### src/rtl/tmr8_pkg.sv
package tmr8_pkg;

    typedef enum logic [1:0] {
        MODE_FREE = 2'b00,
        MODE_CLR  = 2'b01,
        MODE_PWM  = 2'b10,
        MODE_FGEN = 2'b11
    } tmr_mode_e;

    typedef enum logic [2:0] {
        SRC_OFF    = 3'd0,
        SRC_DIV1   = 3'd1,
        SRC_DIV8   = 3'd2,
        SRC_DIV64  = 3'd3,
        SRC_DIV256 = 3'd4,
        SRC_DIV1K  = 3'd5,
        SRC_EXT_FL = 3'd6,
        SRC_EXT_RS = 3'd7
    } tmr_src_e;

    typedef struct packed {
        logic      rsvd;
        logic      cmp_en;
        logic      ovf_en;
        tmr_mode_e mode;
        tmr_src_e  src;
    } tmr_ctrl_t;

    typedef struct packed {
        logic cmp;
        logic ovf;
    } tmr_evt_t;

    localparam logic [1:0] ADR_CTRL = 2'd0;
    localparam logic [1:0] ADR_CNT  = 2'd1;
    localparam logic [1:0] ADR_CMP  = 2'd2;
    localparam logic [1:0] ADR_FLAG = 2'd3;

    localparam int NUM_TAPS = 4;

    function automatic int tap_shift(input int idx);
        case (idx)
            0:       return 3;
            1:       return 6;
            2:       return 8;
            default: return 10;
        endcase
    endfunction

endpackage

### src/rtl/tmr8_prescale.sv
module tmr8_prescale
    import tmr8_pkg::*;
#(
    parameter int PRE_W = 10
) (
    input  logic                clk,
    input  logic                rst,
    output logic [NUM_TAPS-1:0] taps
);
    logic [PRE_W-1:0] pre;

    always_ff @(posedge clk) begin
        if (rst) pre <= '0;
        else     pre <= pre + 1'b1;
    end

    for (genvar g = 0; g < NUM_TAPS; g++) begin : g_tap
        localparam int SH = tap_shift(g);
        assign taps[g] = (pre[SH-1:0] == {SH{1'b1}});
    end
endmodule

### src/rtl/tmr8_edge_sync.sv
module tmr8_edge_sync #(
    parameter int STAGES = 2
) (
    input  logic clk,
    input  logic rst,
    input  logic pin,
    output logic rise,
    output logic fall
);
    logic [STAGES:0] sh;

    always_ff @(posedge clk) begin
        if (rst) sh <= '0;
        else     sh <= {sh[STAGES-1:0], pin};
    end

    assign rise =  sh[STAGES-1] & ~sh[STAGES];
    assign fall = ~sh[STAGES-1] &  sh[STAGES];
endmodule

### src/rtl/tmr8_count.sv
module tmr8_count
    import tmr8_pkg::*;
#(
    parameter int W = 8
) (
    input  logic         clk,
    input  logic         rst,
    input  logic         tick,
    input  tmr_mode_e    mode,
    input  logic         ctrl_wr,
    input  logic         cnt_wr,
    input  logic [W-1:0] cnt_wdata,
    input  logic [W-1:0] cmp_buf,
    output logic [W-1:0] cnt,
    output logic [W-1:0] cmp_act,
    output logic         wave,
    output tmr_evt_t     evt
);
    localparam logic [W-1:0] TOPV = {W{1'b1}};
    localparam logic [W-1:0] BOTV = '0;

    logic         down, down_n;
    logic [W-1:0] cnt_n;
    logic         step, hit, at_top;

    assign step   = tick && !cnt_wr;
    assign hit    = step && (cnt == cmp_act);
    assign at_top = step && !down && (cnt == TOPV);

    always_comb begin
        cnt_n   = cnt;
        down_n  = down;
        evt.ovf = 1'b0;
        evt.cmp = hit;
        if (cnt_wr) begin
            cnt_n = cnt_wdata;
        end else if (tick) begin
            case (mode)
                MODE_PWM: begin
                    if (!down) begin
                        if (cnt == TOPV) begin
                            down_n = 1'b1;
                            cnt_n  = cnt - 1'b1;
                        end else begin
                            cnt_n = cnt + 1'b1;
                        end
                    end else begin
                        if (cnt == BOTV) begin
                            down_n  = 1'b0;
                            cnt_n   = cnt + 1'b1;
                            evt.ovf = 1'b1;
                        end else begin
                            cnt_n = cnt - 1'b1;
                        end
                    end
                end
                MODE_CLR, MODE_FGEN: begin
                    cnt_n   = (cnt == cmp_act) ? BOTV : cnt + 1'b1;
                    evt.ovf = (cnt == TOPV);
                end
                default: begin
                    cnt_n   = cnt + 1'b1;
                    evt.ovf = (cnt == TOPV);
                end
            endcase
        end
        if (ctrl_wr) down_n = 1'b0;
    end

    always_ff @(posedge clk) begin
        if (rst) begin
            cnt  <= '0;
            down <= 1'b0;
        end else begin
            cnt  <= cnt_n;
            down <= down_n;
        end
    end

    always_ff @(posedge clk) begin
        if (rst)                  cmp_act <= '0;
        else if (mode != MODE_PWM) cmp_act <= cmp_buf;
        else if (at_top)          cmp_act <= cmp_buf;
    end

    always_ff @(posedge clk) begin
        if (rst)          wave <= 1'b0;
        else if (ctrl_wr) wave <= 1'b0;
        else if (hit) begin
            case (mode)
                MODE_PWM:  wave <= down;
                MODE_FGEN: wave <= ~wave;
                default:   wave <= wave;
            endcase
        end
    end
endmodule

### src/rtl/tmr8_pwm.sv
module tmr8_pwm
    import tmr8_pkg::*;
#(
    parameter int CNT_W = 8,
    parameter int PRE_W = 10
) (
    input  logic             clk,
    input  logic             rst,
    input  logic             ext_pin,
    input  logic [1:0]       bus_addr,
    input  logic             bus_we,
    input  logic [CNT_W-1:0] bus_wdata,
    output logic [CNT_W-1:0] bus_rdata,
    output logic             wave_out,
    output logic             irq
);
    localparam int FLAG_W = $bits(tmr_evt_t);

    tmr_ctrl_t           ctrl;
    logic [CNT_W-1:0]    cmp_buf, cnt, cmp_act;
    logic [FLAG_W-1:0]   flags, flag_clr;
    logic [NUM_TAPS-1:0] taps;
    logic                ext_rise, ext_fall, tick;
    logic                ctrl_wr, cnt_wr, cmp_wr, flag_wr;
    tmr_evt_t            evt;

    assign ctrl_wr = bus_we && (bus_addr == ADR_CTRL);
    assign cnt_wr  = bus_we && (bus_addr == ADR_CNT);
    assign cmp_wr  = bus_we && (bus_addr == ADR_CMP);
    assign flag_wr = bus_we && (bus_addr == ADR_FLAG);

    tmr8_prescale #(.PRE_W(PRE_W)) u_pre (
        .clk (clk),
        .rst (rst),
        .taps(taps)
    );

    tmr8_edge_sync #(.STAGES(2)) u_sync (
        .clk (clk),
        .rst (rst),
        .pin (ext_pin),
        .rise(ext_rise),
        .fall(ext_fall)
    );

    always_comb begin
        case (ctrl.src)
            SRC_DIV1:   tick = 1'b1;
            SRC_DIV8:   tick = taps[0];
            SRC_DIV64:  tick = taps[1];
            SRC_DIV256: tick = taps[2];
            SRC_DIV1K:  tick = taps[3];
            SRC_EXT_FL: tick = ext_fall;
            SRC_EXT_RS: tick = ext_rise;
            default:    tick = 1'b0;
        endcase
    end

    tmr8_count #(.W(CNT_W)) u_cnt (
        .clk      (clk),
        .rst      (rst),
        .tick     (tick),
        .mode     (ctrl.mode),
        .ctrl_wr  (ctrl_wr),
        .cnt_wr   (cnt_wr),
        .cnt_wdata(bus_wdata),
        .cmp_buf  (cmp_buf),
        .cnt      (cnt),
        .cmp_act  (cmp_act),
        .wave     (wave_out),
        .evt      (evt)
    );

    always_ff @(posedge clk) begin
        if (rst) begin
            ctrl    <= '0;
            cmp_buf <= '0;
        end else begin
            if (ctrl_wr) ctrl    <= tmr_ctrl_t'({1'b0, bus_wdata[6:0]});
            if (cmp_wr)  cmp_buf <= bus_wdata;
        end
    end

    assign flag_clr = flag_wr ? bus_wdata[FLAG_W-1:0] : '0;

    always_ff @(posedge clk) begin
        if (rst) flags <= '0;
        else     flags <= (flags & ~flag_clr) | evt;
    end

    assign irq = (flags[0] & ctrl.ovf_en) | (flags[1] & ctrl.cmp_en);

    always_comb begin
        case (bus_addr)
            ADR_CTRL: bus_rdata = ctrl;
            ADR_CNT:  bus_rdata = cnt;
            ADR_CMP:  bus_rdata = cmp_buf;
            default:  bus_rdata = {{(CNT_W-FLAG_W){1'b0}}, flags};
        endcase
    end
endmodule

### config.mk
export PLATFORM = sky130hd
export DESIGN_NAME = tmr8_pwm
export DESIGN_NICKNAME = d
export VERILOG_FILES = /design/src/rtl/tmr8_pkg.sv /design/src/rtl/tmr8_prescale.sv /design/src/rtl/tmr8_edge_sync.sv /design/src/rtl/tmr8_count.sv /design/src/rtl/tmr8_pwm.sv
export SDC_FILE = /design/constraint.sdc
export NUM_CORES = 1
export LEC_CHECK = 0
export BUFFER_PORTS_ARGS = -buffer_cell sky130_fd_sc_hd__buf_2
export CORE_MARGIN = 2
export CORE_UTILIZATION = 40
export CTS_BUF_LIST = sky130_fd_sc_hd__clkbuf_4 sky130_fd_sc_hd__clkbuf_8
export DETAILED_ROUTE_END_ITERATION = 10
export GPL_ROUTABILITY_DRIVEN = 0
export SYNTH_ARGS = -nofsm -noshare
export SYNTH_HDL_FRONTEND = slang
export SYNTH_SLANG_ARGS = --single-unit
### constraint.sdc
create_clock -name clk -period 2.5 [get_ports clk]
set_input_delay 0.5 -clock clk [delete_from_list [all_inputs] [get_ports clk]]
set_output_delay 0.5 -clock clk [all_outputs]
set_load 0.01 [all_outputs]
---- Yosys cells after proc, flatten, opt, wreduce, memory -nomap -nowiden ----
Cells that the tools add are included.
word-level totals
  register bits after elaboration ......... 48
  bits of input ports ..................... 14
  output and inout port bits .............. 10
  word-level logic and storage cells ...... 87
cells by class
  add/subtract/negate cells ............... 3
  equality and inequality tests ........... 20
  muxes and demuxes ....................... 21
  bitwise gates (word level) .............. 12
  reductions and logical operators ........ 19
operators with widths
  kind                   count
  $mux 8                 8
  $pmux 8 s3             1
  $eq 8x8->1 const B     2
  $pmux 8 s2             1
  $eq 3x3->1 const B     5
  $add 10x1->10 const B  1
  $eq 10x10->1 const B   1
  $add 8x1->8 const B    1
  $eq 2x2->1 const B     4
  $eq 8x8->1             1
  $logic_and 1x1->1      8
  $logic_not 8->1        1
  $mux 1                 8
  $sub 8x1->8 const B    1
  $pmux 1 s7             1
  $eq 3x2->1 const B     2
  $eq 6x6->1 const B     1
  $reduce_bool 2->1      3
  $and 1x1->1            4
  $eq 2x1->1 const B     2
  $not 1->1              4
  $reduce_or 2->1        2
  $eq 3x1->1 const B     1
  $reduce_and 3->1       1
  10 further kinds       11

---- Depth between registers and ports, before layout ----
Gate-level depths: netlist of the first run.
  depth after elaboration ................. 8
  depth in mapped cells ................... 10

---- By module ----
Synthesis of the first run repeated with hierarchy kept, for this count alone.
second synthesis, totals
  cells, all modules ...................... 322
  area, all modules ....................... 2761.4 um^2
by module, submodules not included
  module          times used  cells each  area an instance (um^2)  seq. area each (um^2)
  tmr8_count      1           167         1352.5                   360.3
  tmr8_pwm        1           99          877.1                    340.3
  tmr8_prescale   1           48          440.4                    200.2
  tmr8_edge_sync  1           8           91.3                     60.1

---- Worst setup path before layout of the first run ----
OpenSTA, ideal clock, no wires.
  path type ............................... reg-to-reg
  start ................................... register u_cnt.cnt[0]
  end ..................................... register u_cnt.cnt[7]
  data arrival time ....................... 2.146 ns
  setup slack ............................. 0.278 ns
  cell stages (with the launch flop) ...... 10
  path buffers ............................ 2
  period minus slack after synthesis ...... 2.222 ns
  cell sequence ........................... dfxtp_1 -> clkbuf_1 -> inv_1 -> ha_1 -> or4b_1 -> o21ai_1 -> or2_1 -> buf_6 -> or4_4 -> a41oi_2
between the ends
  word-level cells in the longest chain between the ends .. 6
  elaborated cells on any way between the ends .. 12
  classes of those cells .................. 2 x add/sub; 2 x eq/ne; 7 x mux; 1 x reduce/logical
ends and longest elaborated chain
  element                                    line                                RTL
  start: declaration                         tmr8_count.sv:14                    output logic [W-1:0] cnt,
  start signal: assignment                   tmr8_count.sv:75                    cnt <= cnt_n;
  $add 8x1->8, or another cell as far along  --
  $mux 8 (on tied branches)                  tmr8_count.sv:41, tmr8_count.sv:48
  $mux 8                                     tmr8_count.sv:40                    if (!down) begin
  $pmux 8 s2 (*)                             tmr8_count.sv:38                    case (mode)
  $mux 8 (*)                                 tmr8_count.sv:37                    end else if (tick) begin
  $mux 8 (*)                                 tmr8_count.sv:35                    if (cnt_wr) begin
Mark *: on every way between the ends. The rest lies on a longest branch, timed or not. The select of a mux whose other input is x is not followed.
A chain may end at the register's enable or synchronous reset.

---- Worst setup path after layout of the first run ----
  start ................................... register u_pre.pre[0]
  end ..................................... register u_cnt.cnt[7]
between the ends
  word-level cells in the longest chain between the ends .. 3
  elaborated cells on any way between the ends .. 6
  classes of those cells .................. 4 x eq/ne; 1 x mux; 1 x reduce/logical
ends and longest elaborated chain
  element                                     line                 RTL
  start: declaration                          tmr8_prescale.sv:10  logic [PRE_W-1:0] pre;
  start signal: assignment                    tmr8_prescale.sv:14  else pre <= pre + 1'b1;
  $eq 10x10->1, or another cell as far along  tmr8_prescale.sv:19  assign taps[g] = (pre[SH-1:0] == {SH{1'b1}});
  $pmux 1 s7 (*)                              tmr8_pwm.sv:47       case (ctrl.src)
  $reduce_bool 2->1 (no source line) (*)      --
Mark *: on every way between the ends. The rest lies on a longest branch, timed or not.

==> impl_results.md, run 1 <==
- Initial core utilization: 0.4106
- CTS hold repair buffers: 0
- Vias in the first global route: around 2300
- IO Pins: 24
- Total power draw: between 1.5 and 2 mW
- Area Overhead vs Synth: 15.56%
- Layout Skew: 2.986 ps
- Slew Viols, Final: 0
- Via/cell ratio: about 5.7
- Final cell count without fillers: between 400 and 500
- Fin. Hold Viols: 0
- Most common cell after layout, fill and taps aside: dfxtp_1
- Crit path required time: about 2700 ps
- Htree depth: 2
- Share of the synthesized area in the top cell type: 0.3464
- Post-synth top area cell: dfxtp_1
- # setup viols final: 0
- CTS Buf Count: 5
- Final hold slack: just under 400 ps
- Setup_tns: 0 ps
- Routed len/inst: ~17 um
- Layout Utilization: 0.4744
- Root Buffer: clkbuf_8
- PwrDens: around 530 nW/um^2
- Ys flop type: dfxtp_1
- Clk network pwr share: 0.351
- Max clock buf depth: 2
- CP endpoint kind: flop
- Top area cells in the synthesized netlist: dfxtp_1, mux2i_1, xor2_1, nor2_1, a21oi_1
- Worst-Skew Late Latency: around 300 ps
- Logic pwr share: 0.169
- Dpl hpwl: 5582 um
- Initial antenna violation count: 0
- Most frequent cells in the layout: dfxtp_1, nor2_1, buf_4
- Post-route cell area: between 3000 and 4000 um^2
- Initial DRC count: between 150 and 200
- Placed Instances: around 430
- YS warnings: 0
- Largest net degree at the start of global routing: 41
- Nets: around 380
- Slew headroom: 0.4975
- Maxcap violations: 0
- Die X: 87.28 um
- CP Max Fanout: 8
- Static Leakage: around 1.4 nW
- Share of layout cells above drive strength 1: 0.1939
- Syn Nets: around 350
- Post-synth EDFFs: 0
- Async SR Flop Fraction: 0
- Routed vias: 2528
- Final ANT Viol Nets: 0
- RSZ-0062 raised after global routing: false
- Buffers added on ports: 23
- Row cnt: 30
- Maximum vdd drop: between 0.2 and 0.3 mV
- Setup bufs post-CTS: 0
- Pre-CTS setup slack: around 87 ps
- Clk pin slew, worst setup/hold paths: roughly 90 ps
- Syn Inst Count: between 300 and 400
- Register area share after synthesis: 0.3464
- Switching Power: 0.4756 mW
- Num Clock Sinks: 48
- Kind of critical path: flop to flop
- Power Internal: between 1 and 1.5 mW
- F_max: approximately 420 MHz
- Status: finished, final reports clean
- First-pass GRT wire length: between 10000 and 15000 um
- Seq cells post-synth: 48
- Period utilization: 0.9457
- Least-Margin Pin Slew: approximately 750 ps
- Share of power burned in registers: 0.479
- Global Route Usage Sum: 0.2046
- DRC violations left: 0
- Post-Syn Area per Cell: 8.483 um^2
- Sw Ratio: 0.2778
- First drt pass iteration count: 4
- Cell variety after synth: 56
- Placed inst area: slightly above 3000 um^2
- CTS tree: yes
- Die Ht: slightly below 90 um
- Mapped Area: about 2800 um^2
- Final Worst Setup Slack: between 100 and 150 ps
- HP Class: input pin to flop
- Crit path DAT: between 2000 and 3000 ps
- Final WL: 7495 um
- Die area: 7617 um^2
- Core area: a little under 7000 um^2
- Min Tclk post-route: between 2000 and 2500 ps
- Critical Path Start Type: flop
- Overflow after GRT: 0
- Antenna diodes: 0
==> cells in the mapped netlist, types with 2 or more instances <==
cell	number
mux2i_1	23
buf_2	4
nand3b_1	2
nand3_1	18
nand2_1	25
a31oi_1	6
nor2b_1	8
xor2_1	15
or4_1	2
mux4_2	2
nor4b_1	2
nor4_1	4
o21ai_1	5
nor3_1	6
a21oi_1	19
nor3b_1	3
ha_1	5
buf_1	3
nor2_1	33
clkbuf_1	13
a22oi_1	3
o21ai_0	16
a311o_1	3
dfxtp_1	48
nand2b_1	4
nand4_1	5
nor4_2	2
inv_1	6
xnor2_1	4
and3_1	9
o211ai_1	4
==> area by class of cell <==
type	instances	area, um^2
Tap cell	80	100.1
Fill cell	696	3551
Sequential cell	48	960.9
Multi-Input combinational cell	250	1690
Inverter	6	22.52
Clock inverter	2	38.79
Clock buffer	6	82.58
Timing Repair Buffer	49	310.3
==> timing repair <==
action / 4_1_cts / 5_1_grt
hold endpoints to repair: 0 / 0
setup endpoints to repair: 0 / 14
gates resized for setup: 0 / 1
==> path summary, 6_finish.rpt <==
kind | start | endpoint | slack, ps | cells past startpoint
worst min-delay path | rst | u_cnt.cnt[1] | 400 | 2
worst min register to register | u_sync.sh[0] | u_sync.sh[1] | 440 | 1
worst max-delay path | u_pre.pre[0] | u_cnt.cnt[7] | 140 | 8
worst max register to register | u_pre.pre[0] | u_cnt.cnt[7] | 140 | 8
==> cell families (layout without fill, tap and decap cells) <==
kind of cell	count (synthesis)	after routing	share of synthesized area
xor gates and xnor gates	19	19	0.05999
muxes	25	25	0.09923
AOI/OAI and AO/OA	69	69	0.1737
adders and majority gates	5	5	0.02255
DFF	48	48	0.3464
buffers and inverters	29	63	0.04556
and+or+nand+nor	132	132	0.2526
==> state kept, by name, summed over array words and instances, names as in the netlist, 2 cells and up <==
register       cells
cmp_buf            8
ctrl               7
flags              2
u_cnt.cmp_act      8
u_cnt.cnt          8
u_pre.pre         10
u_sync.sh          3
==> metal layers <==
layer / track usage / wire [um] / vias up
met1: 0.2839 / 3499 / 1184
li1: - / - / 1247
met2: 0.3285 / 3458 / 78
met5: 0 / 0 / -
met4: 0.06993 / 196 / 0
met3: 0.02464 / 341 / 19
==> critical path: stages (launching register included) <==
cell and delay, ps:
dfxtp_1 380, ha_1 200, ha_1 150, a21oi_1 60
a31oi_1 180, o32ai_2 200, or2_0 370, or4_4 560
a41oi_2 200
==> power by group through the flow <==
stage | clock [mW] | combinational, mW | sequential, mW
CTS | 0.609 | 0.285 | 0.821
floorplan | 0 | 0.193 | 0.824
global placement | 0 | 0.282 | 0.838
global route | 0.633 | 0.316 | 0.825
finish | 0.602 | 0.290 | 0.821
detailed placement | 0 | 0.284 | 0.839
(Power assumes the default switching activity.)
==> run 2, diff against run 1 <==
--- a/config.mk
+++ b/config.mk
@@ -5,11 +5,11 @@
 export SDC_FILE = /design/constraint.sdc
 export NUM_CORES = 1
 export LEC_CHECK = 0
-export BUFFER_PORTS_ARGS = -buffer_cell sky130_fd_sc_hd__buf_2
 export CORE_MARGIN = 2
 export CORE_UTILIZATION = 40
 export CTS_BUF_LIST = sky130_fd_sc_hd__clkbuf_4 sky130_fd_sc_hd__clkbuf_8
 export DETAILED_ROUTE_END_ITERATION = 10
+export DONT_BUFFER_PORTS = 1
 export GPL_ROUTABILITY_DRIVEN = 0
 export SYNTH_ARGS = -nofsm -noshare
 export SYNTH_HDL_FRONTEND = slang
==> impl_results.md, run 2 (synthesized netlist as in run 1, its figures left out) <==
- Status: finished, final reports clean (unchanged)
- Reg-to-Reg Start: u_pre.pre[0] (unchanged)
- Slew Viols, Final: 0 (unchanged)
- Die area: 7617 um^2 (unchanged)
- R2R cell count: 9 (was 8)
- Slew headroom: 0.4960 (was 0.4975)
- CTS Buf Count: 5 (unchanged)
- DRC violations left: 0 (unchanged)
- HP Class: input pin to flop (unchanged)
- Worst-Skew Late Latency: 310 ps (was 300 ps)
- Hold Path End: u_pre.pre[7] (was u_cnt.cnt[1])
- Htree depth: 2 (unchanged)
- Critical Path Start Type: flop (unchanged)
- Hold path start: rst (unchanged)
- Clk pin slew, worst setup/hold paths: 100 ps (was 90 ps)
- Period utilization: 0.9405 (was 0.9457)
- Core area: 6756 um^2 (unchanged)
- Maxcap violations: 0 (unchanged)
- Placed Instances: 404 (was 433)
- Routed vias: 2541 (was 2528)
- Max clock buf depth: 2 (unchanged)
- Max reg flops: 10 (unchanged)
- Fillers: 664 (was 696)
- Share of layout cells above drive strength 1: 0.1235 (was 0.1939)
- Final ANT Viol Nets: 0 (unchanged)
- Die X: 87.28 um (unchanged)
- Hold path depth: 1 (was 2)
- IO Pins: 24 (unchanged)
- Largest Register: u_pre.pre (unchanged)
- RSZ-0062 raised after global routing: false (unchanged)
- Buffers added on ports: 0 (was 23)
- CTS tree: yes (unchanged)
- Root Buffer: clkbuf_8 (unchanged)
- Num Clock Sinks: 48 (unchanged)
- Overflow after GRT: 0 (unchanged)
- Initial core utilization: 0.4106 (unchanged)
- Global Route Usage Sum: 0.1994 (was 0.2046)
- PwrDens: 554.2 nW/um^2 (was 534.1 nW/um^2)
- Most frequent cells in the layout: dfxtp_1, nor2_1, nand2_1 (was dfxtp_1, nor2_1, buf_4)
- Reg-to-Reg End: u_cnt.cnt[3] (was u_cnt.cnt[7])
- Initial antenna violation count: 0 (unchanged)
- Crit path DAT: 2580 ps (was 2590 ps)
- Setup_tns: 0 ps (unchanged)
- Crit path required time: 2730 ps (about the same)
- CP Max Fanout: 8 (unchanged)
- Nets: 350 (was 379)
- Setup bufs post-CTS: 0 (unchanged)
- Row cnt: 30 (unchanged)
- Final cell count without fillers: 412 (was 441)
- Antenna diodes: 0 (unchanged)
- # setup viols final: 0 (unchanged)
- Most common cell after layout, fill and taps aside: dfxtp_1 (unchanged)
- Fin. Hold Viols: 0 (unchanged)
- Layout Skew: 7.984 ps (was 2.986 ps)
- Largest net degree at the start of global routing: 43 (was 41)
- Die Ht: 87.28 um (unchanged)
- Static Leakage: 1.215 nW (was 1.353 nW)
- First-pass GRT wire length: 11720 um (was 12070 um)
- CP endpoint kind: flop (unchanged)
- Maximum vdd drop: 0.3320 mV (was 0.2555 mV)
- Area Overhead vs Synth: 9.788% (was 15.56%)
- Least-Margin Pin Slew: 753.2 ps (was 751.1 ps)
- First drt pass iteration count: 4 (unchanged)
- Vias in the first global route: 2218 (was 2346)
- Flop2flop setup slack: 150 ps (was 140 ps)
- Via/cell ratio: 6.167 (was 5.732)
- Dpl hpwl: 5466 um (was 5582 um)
- Layout Utilization: 0.4507 (was 0.4744)
- Kind of critical path: flop to flop (unchanged)
- F_max: 425.3 MHz (was 423.0 MHz)
- Final WL: 7612 um (was 7495 um)
- Initial DRC count: 196 (was 171)
- Min Tclk post-route: 2351 ps (was 2364 ps)
- CTS resizes: 0 (unchanged)
- Routed len/inst: 18.48 um (was 17.00 um)
- CTS hold repair buffers: 0 (unchanged)
==> run 2: cell types whose count changed in the layout (fill, tap and decap cells not counted) <==
cell and change:
buf_2 -23, buf_4 -6
==> run 2: layer usage <==
| layer | track usage | vias to the layer above | wire length (um) |
|---|---|---|---|
| li1 | - | 1185 | - |
| met1 | 0.2794 | 1225 | 3468 |
| met2 | 0.3099 | 114 | 3442 |
| met3 | 0.03697 | 17 | 537 |
| met4 | 0.06294 | 0 | 164 |
| met5 | 0 | - | 0 |
==> run 2: cell type report <==
cell class / instances / area, um^2 / area share
clock buffer: 6 / 82.58 / 0.02712
clock inverter: 2 / 38.79 / 0.01274
inverter: 6 / 22.52 / 0.007395
multi-input combinational: 250 / 1690 / 0.5551
sequential: 48 / 960.9 / 0.3155
tap: 80 / 100.1 / 0.03287
timing repair buffer: 20 / 150.1 / 0.04930
==> run 2: report_power, final <==
part,internal (mW),total [mW],switching [mW],leakage [nW]
clock network,0.328,0.609,0.282,0.0614
logic,0.111,0.249,0.139,0.763
registers,0.791,0.829,0.0375,0.390
==> run 2: worst max-delay path by stage <==
stage	from	to	slack (ps)	cells after the start
final	u_pre.pre[0]	u_cnt.cnt[3]	150	9
after global routing	u_pre.pre[0]	u_cnt.cnt[3]	60	9
after CTS	u_pre.pre[0]	u_cnt.cnt[3]	180	9
after detailed placement	u_pre.pre[0]	u_cnt.cnt[7]	180	6
after global placement	u_pre.pre[0]	u_cnt.cnt[4]	240	6
after floorplan	u_cnt.cnt[0]	u_cnt.cnt[7]	280	9
==> run 2: critical path: stages (launching register included) <==
cell and delay (ps):
dfxtp_1 380, ha_1 210, ha_1 160, a21oi_1 60
a31oi_1 170, o32ai_2 170, buf_4 200, nor4_2 480
a21oi_1 200, a211oi_1 250
==> run 2: per-stage QoR <==
step / hold slack (ps) / setup WS [ps] / cell area (um^2) / power, mW
global placement: 416.6 / 236.4 / 2920 / 1.083
global route: 238.3 / 56.24 / 3045 / 1.740
finish: 249.9 / 148.8 / 3045 / 1.688
detailed placement: 428.5 / 178.2 / 2920 / 1.088
floorplan: 413.8 / 277.7 / 2774 / 1.017
CTS: 245.7 / 175.7 / 3042 / 1.685
==> run 3, diff against run 2 <==
--- a/config.mk
+++ b/config.mk
@@ -8,6 +8,7 @@
 export CORE_MARGIN = 2
 export CORE_UTILIZATION = 40
 export CTS_BUF_LIST = sky130_fd_sc_hd__clkbuf_4 sky130_fd_sc_hd__clkbuf_8
+export CTS_CLUSTER_SIZE = 28
 export DETAILED_ROUTE_END_ITERATION = 10
 export DONT_BUFFER_PORTS = 1
 export GPL_ROUTABILITY_DRIVEN = 0
==> constraint.sdc (replaced) <==
create_clock -name clk -period 2.9 [get_ports clk]
set_input_delay 0.58 -clock clk [delete_from_list [all_inputs] [get_ports clk]]
set_output_delay 0.58 -clock clk [all_outputs]
set_load 0.01 [all_outputs]
==> impl_results.md, run 3 (synthesized netlist as in run 1, its figures left out) <==
- Area Overhead vs Synth: 6.676% (was 9.788%)
- Initial core utilization: 0.4106 (unchanged)
- CP endpoint kind: flop (unchanged)
- Period utilization: 0.8406 (was 0.9405)
- Routed vias: 2424 (was 2541)
- Max clock buf depth: 2 (unchanged)
- Pre-CTS setup slack: 510.5 ps (was 178.2 ps)
- Crit path required time: 3140 ps (was 2730 ps)
- Antenna diodes: 0 (unchanged)
- Setup bufs post-CTS: 0 (unchanged)
- Via/cell ratio: 6.045 (was 6.167)
- Worst-Skew Late Latency: 300 ps (was 310 ps)
- Fillers: 663 (was 664)
- Slew Viols, Final: 0 (unchanged)
- Least-Margin Pin Slew: 1061 ps (was 753.2 ps)
- Largest net degree at the start of global routing: 43 (unchanged)
- PwrDens: 480.8 nW/um^2 (was 554.2 nW/um^2)
- CP Max Fanout: 10 (was 8)
- Overflow after GRT: 0 (unchanged)
- Nets: 339 (was 350)
- Max reg flops: 10 (unchanged)
- Routed len/inst: 18.01 um (was 18.48 um)
- Multi-input combinational cell area: 1687 um^2 (was 1690 um^2)
- Crit path DAT: 2670 ps (was 2580 ps)
- Share of layout cells above drive strength 1: 0.09034 (was 0.1235)
- IO Pins: 24 (unchanged)
- Clk pin slew, worst setup/hold paths: 100 ps (about the same)
- Status: finished, final reports clean (unchanged)
- Global Route Usage Sum: 0.1951 (was 0.1994)
- Vias in the first global route: 2224 (was 2218)
- Min Tclk post-route: 2438 ps (was 2351 ps)
- Dpl hpwl: 5215 um (was 5466 um)
- DRC violations left: 0 (unchanged)
- Slew headroom: 0.2928 (was 0.4960)
- CTS resizes: 0 (unchanged)
- Most common cell after layout, fill and taps aside: dfxtp_1 (unchanged)
- Num Clock Sinks: 48 (unchanged)
- Fin. Hold Viols: 0 (unchanged)
- Static Leakage: 1.162 nW (was 1.215 nW)
- Critical Path Start Type: flop (unchanged)
- Die area: 7617 um^2 (unchanged)
- Maxcap violations: 0 (unchanged)
- CTS Buf Count: 5 (unchanged)
- Maximum vdd drop: 0.2320 mV (was 0.3320 mV)
- First-pass GRT wire length: 11500 um (was 11720 um)
- Buffers added on ports: 0 (unchanged)
- Final Worst Setup Slack: 462.3 ps (was 148.8 ps)
- Core area: 6756 um^2 (unchanged)
- Final ANT Viol Nets: 0 (unchanged)
- Htree depth: 2 (unchanged)
- Die X: 87.28 um (unchanged)
- Row cnt: 30 (unchanged)
- Initial DRC count: 233 (was 196)
- Layout Skew: 6.821 ps (was 7.984 ps)
- # setup viols final: 0 (unchanged)
- Register area: 960.9 um^2 (unchanged)
- Root Buffer: clkbuf_8 (unchanged)
- Final WL: 7221 um (was 7612 um)
- Initial antenna violation count: 0 (unchanged)
- Kind of critical path: flop to flop (unchanged)
- F_max: 410.2 MHz (was 425.3 MHz)
- Most frequent cells in the layout: dfxtp_1, nor2_1, nand2_1 (unchanged)
- RSZ-0062 raised after global routing: false (unchanged)
- CTS tree: yes (unchanged)
- Die Ht: 87.28 um (unchanged)
- HP Class: input pin to flop (unchanged)
- Setup_tns: 0 ps (unchanged)
- First drt pass iteration count: 4 (unchanged)
- Largest Register: u_pre.pre (unchanged)
- CTS hold repair buffers: 0 (unchanged)
[run 3: cell count changes in the layout (fill, tap and decap cells not counted), sizes merged]
cell,previous run,this run
buf,20,9
[run 3: metal layers]
layer / vias to the layer above / wire, um / global-route usage
li1: 1166 / - / -
met1: 1151 / 3375 / 0.2766
met2: 89 / 3338 / 0.2982
met3: 18 / 293 / 0.03223
met4: 0 / 212 / 0.06993
met5: - / 0 / 0
[run 3: cell type report]
class | instances | area share
multi-input combinational | 250 | 0.5700
tap | 80 | 0.03383
clock inverter | 2 | 0.01311
inverter | 6 | 0.007611
clock buffer | 6 | 0.02791
timing repair buffer | 9 | 0.02283
sequential | 48 | 0.3247
[run 3: per-stage QoR]
step	hold WS, ps	area [um^2]	utilization	power [mW]	cells
2_1_floorplan	413.8	2774	-	0.8767	327
3_3_place_gp	419.6	2838	0.4200	0.9117	393
3_5_place_dp	432.4	2838	0.4200	0.9128	393
4_1_cts	328.2	2959	0.4380	1.431	401
5_1_grt	315.7	2959	0.4380	1.481	401
6_report	333.5	2959	0.4380	1.423	401
[run 3: final timing paths]
kind | start | endpoint | slack, ps | cells after the start
worst min register to register | u_sync.sh[0] | u_sync.sh[1] | 450 | 1
worst max register to register | u_cnt.cnt[0] | u_cnt.cnt[7] | 460 | 6
worst max-delay path | u_cnt.cnt[0] | u_cnt.cnt[7] | 460 | 6
worst min-delay path | rst | u_cnt.cnt[1] | 330 | 1
[run 3: worst max-delay path: stages, from the launching register on]
cell,delay (ps)
dfxtp_1,550
ha_1,280
and4_4,280
a41oi_4,190
or2_1,360
or4_4,510
a41oi_2,190
[run 3: power breakdown]
group	switching (mW)	internal, mW
logic	0.104	0.0783
registers	0.0366	0.682
clock network	0.239	0.282
